**src/rtl/sfq_pkg.sv**
```systemverilog
package sfq_pkg;
  typedef enum logic {
    ST_IDLE = 1'b0,
    ST_BUSY = 1'b1
  } sfq_state_t;
endpackage

```
**src/rtl/sfq_wait_timer.sv**
```systemverilog
module sfq_wait_timer #(
  parameter int WAIT_W = 2
) (
  input  logic              clk,
  input  logic              rst,
  input  logic              load,
  input  logic [WAIT_W-1:0] waits,
  input  logic              run,
  output logic              fire
);
  localparam int CNT_W = WAIT_W + 1;

  logic [CNT_W-1:0]  cnt;
  logic [WAIT_W-1:0] waits_q;

  assign fire = run && (cnt == '0);

  always_ff @(posedge clk) begin
    if (rst) begin
      cnt     <= '0;
      waits_q <= '0;
    end else if (load) begin
      waits_q <= waits;
      cnt     <= {1'b0, waits} + CNT_W'(1);
    end else if (run) begin
      if (cnt == '0) cnt <= {1'b0, waits_q} + CNT_W'(1);
      else           cnt <= cnt - CNT_W'(1);
    end
  end
endmodule

```
**src/rtl/sfq_addr_gen.sv**
```systemverilog
module sfq_addr_gen #(
  parameter int ADDR_W = 16,
  parameter int LANES  = 4
) (
  input  logic              clk,
  input  logic              rst,
  input  logic              load,
  input  logic              step,
  input  logic              word,
  input  logic              down,
  input  logic [ADDR_W-1:0] base,
  output logic [ADDR_W-1:0] addr
);
  localparam logic [ADDR_W-1:0] TOP_OFS = ADDR_W'(LANES - 1);

  logic down_q;

  always_ff @(posedge clk) begin
    if (rst) begin
      addr   <= '0;
      down_q <= 1'b0;
    end else if (load) begin
      down_q <= down;
      addr   <= (word && down) ? base + TOP_OFS : base;
    end else if (step) begin
      addr <= down_q ? addr - ADDR_W'(1) : addr + ADDR_W'(1);
    end
  end
endmodule

```
**src/rtl/sfq_byte_asm.sv**
```systemverilog
module sfq_byte_asm #(
  parameter int DATA_W = 8,
  parameter int LANES  = 4
) (
  input  logic                      clk,
  input  logic                      rst,
  input  logic                      clear,
  input  logic                      shift,
  input  logic [DATA_W-1:0]         din,
  output logic [DATA_W*LANES-1:0]   nxt
);
  localparam int HOLD_W = DATA_W * (LANES - 1);

  logic [HOLD_W-1:0] hold_q;

  for (genvar g = 0; g < LANES; g++) begin : g_lane
    if (g == LANES - 1) begin : g_top
      assign nxt[g*DATA_W +: DATA_W] = din;
    end else begin : g_low
      assign nxt[g*DATA_W +: DATA_W] = hold_q[g*DATA_W +: DATA_W];
    end
  end

  always_ff @(posedge clk) begin
    if (rst || clear) hold_q <= '0;
    else if (shift)   hold_q <= nxt[DATA_W*LANES-1:DATA_W];
  end
endmodule

```
**src/rtl/sram_word_fetch.sv**
```systemverilog
module sram_word_fetch
  import sfq_pkg::*;
#(
  parameter int ADDR_W = 16,
  parameter int DATA_W = 8,
  parameter int LANES  = 4,
  parameter int WAIT_W = 2
) (
  input  logic                    clk,
  input  logic                    rst,
  input  logic                    start,
  input  logic                    word_mode,
  input  logic                    count_down,
  input  logic [WAIT_W-1:0]       wait_sel,
  input  logic                    use_addr,
  input  logic [ADDR_W-1:0]       base_addr,
  output logic                    done,
  output logic [DATA_W*LANES-1:0] result,
  output logic [ADDR_W-1:0]       next_addr,
  output logic [ADDR_W-1:0]       sram_addr,
  input  logic [DATA_W-1:0]       sram_data
);
  localparam int WORD_W = DATA_W * LANES;
  localparam int IDX_W  = (LANES > 1) ? $clog2(LANES) : 1;
  localparam logic [IDX_W-1:0]  LAST_IDX  = IDX_W'(LANES - 1);
  localparam logic [ADDR_W-1:0] WORD_STEP = ADDR_W'(LANES);
  localparam logic [ADDR_W-1:0] BYTE_STEP = ADDR_W'(1);

  sfq_state_t        state;
  logic              word_q;
  logic [IDX_W-1:0]  idx;
  logic [ADDR_W-1:0] base_q;
  logic [ADDR_W-1:0] stored;
  logic              busy;
  logic              launch;
  logic              fire;
  logic              last;
  logic              step;
  logic [ADDR_W-1:0] eff_base;
  logic [WORD_W-1:0] asm_nxt;
  logic [WORD_W-1:0] zext;

  assign busy     = (state == ST_BUSY);
  assign launch   = (state == ST_IDLE) && start;
  assign eff_base = use_addr ? base_addr : stored;
  assign last     = word_q ? (idx == LAST_IDX) : 1'b1;
  assign step     = fire && !last;
  assign zext     = {{(WORD_W - DATA_W){1'b0}}, sram_data};
  assign next_addr = stored;

  sfq_wait_timer #(.WAIT_W(WAIT_W)) u_timer (
    .clk   (clk),
    .rst   (rst),
    .load  (launch),
    .waits (wait_sel),
    .run   (busy),
    .fire  (fire)
  );

  sfq_addr_gen #(.ADDR_W(ADDR_W), .LANES(LANES)) u_addr (
    .clk  (clk),
    .rst  (rst),
    .load (launch),
    .step (step),
    .word (word_mode),
    .down (count_down),
    .base (eff_base),
    .addr (sram_addr)
  );

  sfq_byte_asm #(.DATA_W(DATA_W), .LANES(LANES)) u_asm (
    .clk   (clk),
    .rst   (rst),
    .clear (launch),
    .shift (fire && word_q),
    .din   (sram_data),
    .nxt   (asm_nxt)
  );

  always_ff @(posedge clk) begin
    if (rst) begin
      state  <= ST_IDLE;
      word_q <= 1'b0;
      idx    <= '0;
      base_q <= '0;
      stored <= '0;
      done   <= 1'b0;
      result <= '0;
    end else begin
      done <= 1'b0;
      case (state)
        ST_IDLE: begin
          if (start) begin
            state  <= ST_BUSY;
            word_q <= word_mode;
            base_q <= eff_base;
            idx    <= '0;
          end
        end
        ST_BUSY: begin
          if (fire) begin
            if (last) begin
              done   <= 1'b1;
              result <= word_q ? asm_nxt : zext;
              stored <= base_q + (word_q ? WORD_STEP : BYTE_STEP);
              state  <= ST_IDLE;
            end else begin
              idx <= idx + IDX_W'(1);
            end
          end
        end
        default: state <= ST_IDLE;
      endcase
    end
  end
endmodule

```
**config.mk**
```make
export PLATFORM = sky130hd
export DESIGN_NAME = sram_word_fetch
export DESIGN_NICKNAME = d
export VERILOG_FILES = /design/src/rtl/sfq_pkg.sv /design/src/rtl/sfq_wait_timer.sv /design/src/rtl/sfq_addr_gen.sv /design/src/rtl/sfq_byte_asm.sv /design/src/rtl/sram_word_fetch.sv
export SDC_FILE = /design/constraint.sdc
export NUM_CORES = 1
export LEC_CHECK = 0
export CAP_MARGIN = 20
export CORE_ASPECT_RATIO = 1.4
export CORE_UTILIZATION = 50
export DETAILED_ROUTE_END_ITERATION = 6
export DONT_BUFFER_PORTS = 1
export PLACE_DENSITY = 0.71
export SLEW_MARGIN = 30
export SYNTH_ARGS = -nofsm -noshare
export SYNTH_HDL_FRONTEND = slang
export SYNTH_HIERARCHICAL = 1
export SYNTH_SLANG_ARGS = --single-unit
```
**constraint.sdc**
```tcl
create_clock -name clk -period 2.8 [get_ports clk]
set_input_delay 0.28 -clock clk [delete_from_list [all_inputs] [get_ports clk]]
set_output_delay 0.28 -clock clk [all_outputs]
set_load 0.05 [all_outputs]
```
==> out/results.ini, run 1 <==
[sta]
worst_pin_slew_ns = 0.834
rsz0062_at_grt = no
hold_viol = 0
slew_violations = 0
max_freq_mhz = 393
fin_skew_ns = 0.00693
period_share_pct = 90.8
slew_headroom_pct = 44.4
finalSetupViolations = 0
fin_tns_setup_ns = 0
final.setup.worst_slack_ns = 0.258
min_period_ns = 2.54
whs_ns = 0.0256

[job]
maxCapViolCount = 0

[drt]
route.vias.total = 4935
wl_per_cell_um = 17.9
drt_wl_total_um = 15100
drc = 0
firstDrtPassIters = 4
vias_per_cell = 5.85
drtAntennaViolNets = 0
drtIter0Drc = 244

[worst_setup_path]
r2r-start = u_timer/cnt[0]
startpoint_type = flop
path_max_fanout = 8
crit_type = reg2reg
reg2regPathDepth = 10
arrival_ns = 2.83
reg2reg_to = u_addr/addr[15]
crit_end = u_addr/addr[15]
required_ns = 3.09
crit_start = u_timer/cnt[0]
rrSetupSlack_ns = 0.26
end_kind = flop

[final_layout]
nets = 743
antenna_cells = 0
fillers = 1002
drive_gt1_share_pct = 16.9
areaGrowthSynthToFinish_pct = 16.3

[power_and_ir_drop]
ir_drop_uv = 490
power_density_nw_per_um2 = 651
power_w = 0.00451
leakage_nw = 2.79

[logic_synthesis]
ys_warn_count = 6
avgSynthCellArea_um2 = 9.04
ys_ff_latch = 115
synth-main-ff-cell = dfxtp_1
synth-edff-count = 0
synth.yosys.seq_area_share_pct = 38.6
synth_top_area_share_pct = 38.6
syn-num-nets = 716
yosysTopAreaCell = dfxtp_1
async_flop_share_pct = 0
netlist_area_um2 = 5960
synthTopCellsByArea = dfxtp_1 39%, mux2i_1 6.2%, nor2_1 5.2%, ha_1 4.8%, a22o_1 3.8%
netlist_instances = 660
synth_cell_types = 76

[cts]
cts_max_level = 4
post_cts_buffers = 0
cts.sinks = 115
ctsRootBufferMaster = clkbuf_16
path_clk_slew_ns = 0.06
clock_latency_ns = 0.41
cts_made_buffers = 17
clockBufferDepth = 2
cts_hold_buf = 10
ctsResizeCount = 0
tritoncts = yes

[global_route]
grt_pass1_vias = 4934
grt_util_all_layers_pct = 25.0
grt_pass1_wl_um = 24100
grt-ovfl-total = 0
antenna_found_initial = 0
grt_max_degree = 36

[place]
dp_worst_setup_slack_ns = 0.308
dpl.hpwl_um = 10600
gp_congestion = 0.882
portBuffers = 0

[status]
outcome = complete, no violations

[floorplanning]
die_x_um = 94.3
ioPinCount = 97
chipHeight_um = 131
start_util_pct = 52.1
rows = 46
die-area_um2 = 12400
core-area_um2 = 11500

[worst_hold_path]
hp-class = in2reg

[layout make-up]
type                            instances  area (µm²)  share of cell area [%]
Multi-Input combinational cell        485        3360                    48.4
Timing Repair Buffer                   51         430                    6.20
Inverter                               17        63.8                   0.920
Clock buffer                           19         453                    6.53
Sequential cell                       115        2300                    33.2
Clock inverter                         13         148                    2.13
Tap cell                              144         180                    2.60
[routing by layer]
layer	global-route usage, %	vias up	wire length (µm)
met5	0	-	0
met4	11.3	0	414
met3	7.00	30	910
met2	44.7	141	7940
met1	26.4	2356	5810
li1	-	2408	-
[per-stage QoR]
stage               util, %  instances  instance area (µm²)
finish                 60.6        844                 6940
detailed placement     54.4        802                 6230
global placement       54.4        802                 6230
floorplan                 -        660                 5960
CTS                    60.6        844                 6940
global route           60.6        844                 6940
[flip-flops by register name (all words and copies together) (netlist names)]
name / flops
u_timer/waits_q: 2
busy: 1
u_asm/hold_q: 24
base_q: 16
u_timer/cnt: 3
result: 32
u_addr/down_q: 1
word_q: 1
idx: 2
u_addr/addr: 16
next_addr: 16
done: 1
[cells by family (layout without fill, tap and decap cells)]
| logic type | count (synthesis) | count (layout) | share of synthesized area [%] |
|---|---|---|---|
| flip-flops | 115 | 115 | 38.6 |
| buffers and inverters | 60 | 100 | 5.25 |
| multiplexers | 56 | 56 | 9.99 |
| adder cells (fa/ha/maj) | 24 | 24 | 5.16 |
| AND/OR/NAND/NOR | 230 | 230 | 19.2 |
| XOR/XNOR | 36 | 36 | 5.29 |
| AO/OA/AOI/OAI | 139 | 139 | 16.5 |
[layout by cell type (no fill, tap or decap), drive strengths merged, types with 18 or more instances in the layout]
cell | synthesis | routed
clkbuf | 12 | 19
nor3 | 28 | 28
inv | 17 | 21
nand3 | 21 | 21
a21oi | 28 | 28
o21ai | 27 | 27
buf | 31 | 42
a22o | 26 | 26
mux2 | 18 | 18
xor2 | 19 | 19
nand2 | 47 | 47
nor2 | 84 | 84
ha | 23 | 23
mux2i | 37 | 37
dfxtp | 115 | 115
[where the power goes]
part / internal [W] / switching [W] / leakage, nW
Sequential: 0.00169 / 0.0000756 / 0.934
Clock: 0.00137 / 0.000800 / 0.295
Combinational: 0.000221 / 0.000355 / 1.56
[worst min path at each step]
| stage | cells past startpoint | slack (ns) | from | end |
|---|---|---|---|---|
| final | 2 | 0.03 | rst | u_addr/addr[14] |
| after global routing | 2 | 0.02 | rst | u_addr/addr[14] |
| after CTS | 2 | 0.01 | rst | u_addr/addr[14] |
| after detailed placement | 1 | 0.36 | rst | u_addr/addr[8] |
| after global placement | 1 | 0.36 | rst | u_addr/addr[8] |
| after floorplan | 1 | 0.35 | rst | u_timer/cnt[2] |
[worst max-delay path: stages, from the launching register on]
cell,delay [ns]
dfxtp_1,0.33
inv_1,0.09
ha_1,0.21
nor2b_1,0.24
and2_2,0.20
nand2_1,0.07
nor2_1,0.31
inv_1,0.25
nor4_1,0.33
mux2i_1,0.13
a32o_1,0.28
[Yosys cell counts (3+ instances only)]
master	n
a211o_1	3
a211oi_1	9
a21o_1	6
a21oi_1	27
a221oi_1	5
a22o_1	26
a31oi_1	5
and2_1	5
and3_1	3
buf_2	15
buf_4	12
buf_6	3
clkbuf_1	11
dfxtp_1	115
ha_1	23
inv_1	14
inv_2	3
mux2_2	18
mux2i_1	37
nand2_1	47
nand2b_1	4
nand3_1	18
nand4_1	7
nor2_1	82
nor2b_1	6
nor3_1	27
o21a_1	5
o21ai_0	19
o21ai_1	8
o31ai_1	3
or4_1	3
xnor2_1	17
xor2_1	19
No activity file was read; power rests on OpenSTA's default activity.
==> inputs of run 2 (changes only) <==
--- a/config.mk
+++ b/config.mk
@@ -11,8 +11,8 @@
 export DETAILED_ROUTE_END_ITERATION = 6
 export DONT_BUFFER_PORTS = 1
 export PLACE_DENSITY = 0.71
+export SKIP_CTS_REPAIR_TIMING = 1
 export SLEW_MARGIN = 30
 export SYNTH_ARGS = -nofsm -noshare
 export SYNTH_HDL_FRONTEND = slang
-export SYNTH_HIERARCHICAL = 1
 export SYNTH_SLANG_ARGS = --single-unit
==> run 2 against run 1 <==
The flow now finishes with violations (hold timing). Sequential share of layout area grew 0.60 points. Area after synthesis shrank 2.2%. Utilization shrank 0.47 points. Synthesized cell count grew 3.5%. Routed wire length grew 2.7%. Cell count grew 2.3%. Critical path type unchanged. Largest cell class unchanged. Highest routed layer unchanged.
==> out/results.ini, run 2 <==
[drt]
drtIter0Drc = 259
wl_met1_um = 6140
route.vias.total = 5191
dr_wl_met2_um = 7900
wl_per_cell_um = 17.9
wl_met3_um = 971
drc = 0
vias_per_cell = 6.02
drt_wl_total_um = 15500
top_layer = met4
firstDrtPassIters = 5
drtAntennaViolNets = 0

[sta]
rsz0062_at_grt = no
min_period_ns = 2.55
fin_tns_setup_ns = 0
slew_headroom_pct = 46.8
fin_skew_ns = 0.0123
period_share_pct = 90.9
slew_violations = 0
max_freq_mhz = 393
hold_viol = 2
finalSetupViolations = 0
whs_ns = -0.00165
worst_pin_slew_ns = 0.798

[worst_setup_path]
cp.depth = 8
crit_type = reg2reg
path_cells = buf_4, ha_1, a21oi_1, o21ai_0, a31o_2, or3_1, a311oi_1, a211oi_1
cp_top_family = compound AO/OA/AOI/OAI gates
reg2regPathDepth = 8
end_kind = flop
required_ns = 3.07
slowest_delay_ns = 0.58
cp_slowest_cell = dfxtp_1
arrival_ns = 2.81
path_max_fanout = 11
crit_buf_inv = 1
startpoint_type = flop

[cts]
ctsRootBufferMaster = clkbuf_16
cts.sinks = 115
cts_max_level = 4
clockBufferDepth = 2
cts_made_buffers = 17
path_clk_slew_ns = 0.06
clock_latency_ns = 0.41
tritoncts = yes

[place]
post-place-cells = 825
gp_congestion = 0.971
dpl.hpwl_um = 10800
portBuffers = 0

[job]
maxCapViolCount = 0

[power_and_ir_drop]
ir_drop_uv = 485
power_density_nw_per_um2 = 705
power_w = 0.00480
leakage_nw = 2.56

[logic_synthesis]
synth.yosys.seq_area_share_pct = 39.5
synth-main-ff-cell = dfxtp_1
netlist_area_um2 = 5830
synth_top_area_share_pct = 39.5
avgSynthCellArea_um2 = 8.54
netlist_instances = 683
yosysTopAreaCell = dfxtp_1
synth_cell_types = 56
synth_most_common_cell = dfxtp_1
synth-edff-count = 0
synthTopCellsByArea = dfxtp_1 39%, nand2_1 6.7%, a21oi_1 5.7%, a211oi_1 5.5%, ha_1 4.9%
ys_ff_latch = 115
syn-num-nets = 739
ys_warn_count = 0
async_flop_share_pct = 0
synth_commonest_cells = 115 x dfxtp_1, 104 x nand2_1, 67 x a21oi_1

[final_layout]
areaGrowthSynthToFinish_pct = 16.8
mostFrequentLayoutCells = 115 x dfxtp_1, 104 x nand2_1, 67 x a21oi_1, 63 x nor2_1, 43 x a211oi_1
reg.largest.list = result x32, u_asm.hold_q x24
final_cells = 863
regMostFlops = result
layout_commonest_cell = dfxtp_1
drive_gt1_share_pct = 12.4
largest_reg_flops = 32
regArea_um2 = 2300
nets = 762
fillers = 962
antenna_cells = 0
utilization_pct = 60.1
multiInputGateArea_um2 = 3330

[global_route]
grt_pass1_vias = 4971
antenna_found_initial = 0
grt-ovfl-total = 0
grt_pass1_wl_um = 24100
grt_max_degree = 69
grt_util_all_layers_pct = 25.4

[status]
violations = hold timing
outcome = complete, but fails checks

[worst_hold_path]
whs_path_depth = 1
hp-class = in2reg

[floorplanning]
chipHeight_um = 130
core-area_um2 = 11300
die-area_um2 = 12100
ioPinCount = 97
start_util_pct = 51.4
die_x_um = 93.3
rows = 46

run 2: changes by cell type after synthesis, sizes merged, moves of 6 or more:
cell and delta:
a211oi +35, a21oi +40, a311oi +6, buf -17
clkbuf +16, inv -11, mux2 -17, mux2i -10
nand2 +57, nor2 -19, nor3 -19, o21ai -11
run 2: cell families after synthesis:
| logic type | Yosys count | share of synthesized area, % |
|---|---|---|
| AO/OA/AOI/OAI | 194 | 22.9 |
| XOR/XNOR | 36 | 5.41 |
| adder cells (fa/ha/maj) | 24 | 5.28 |
| buffers and inverters | 48 | 3.67 |
| flip-flops | 115 | 39.5 |
| multiplexers | 28 | 4.96 |
| AND/OR/NAND/NOR | 238 | 18.3 |
run 2: through the flow:
| step | setup slack (ns) | instance area, µm² |
|---|---|---|
| 5_1_grt | 0.0826 | 6810 |
| 2_1_floorplan | 0.349 | 5830 |
| 3_3_place_gp | 0.301 | 6140 |
| 6_report | 0.254 | 6810 |
| 3_5_place_dp | 0.303 | 6140 |
| 4_1_cts | 0.277 | 6740 |
run 2: routing by layer:
layer	vias to the layer above	GRT usage, %
met2	162	45.0
met3	40	7.87
li1	2530	-
met4	0	10.0
met5	-	0
met1	2459	28.1
run 2: final timing paths:
check,startpoint,to,slack (ns)
worst min register to register,u_timer.waits_q[1],u_timer.waits_q[1],0.46
worst max register to register,u_addr.down_q,u_addr.addr[13],0.25
worst min-delay path,sram_data[7],result[31],-0.002
worst max-delay path,u_addr.down_q,u_addr.addr[13],0.25
run 2: final cells by class:
type	count	area share, %
clock buffer	21	6.90
clock inverter	11	1.87
inverter	6	0.331
multi-input combinational	520	48.9
sequential	115	33.8
tap	144	2.64
timing repair buffer	46	5.55
run 2: power by group:
part           leakage [nW]  switching [W]  internal, W
clock network         0.286       0.000772      0.00138
logic                  1.34       0.000493     0.000275
registers             0.937       0.000154      0.00173
total                  2.56        0.00142      0.00339
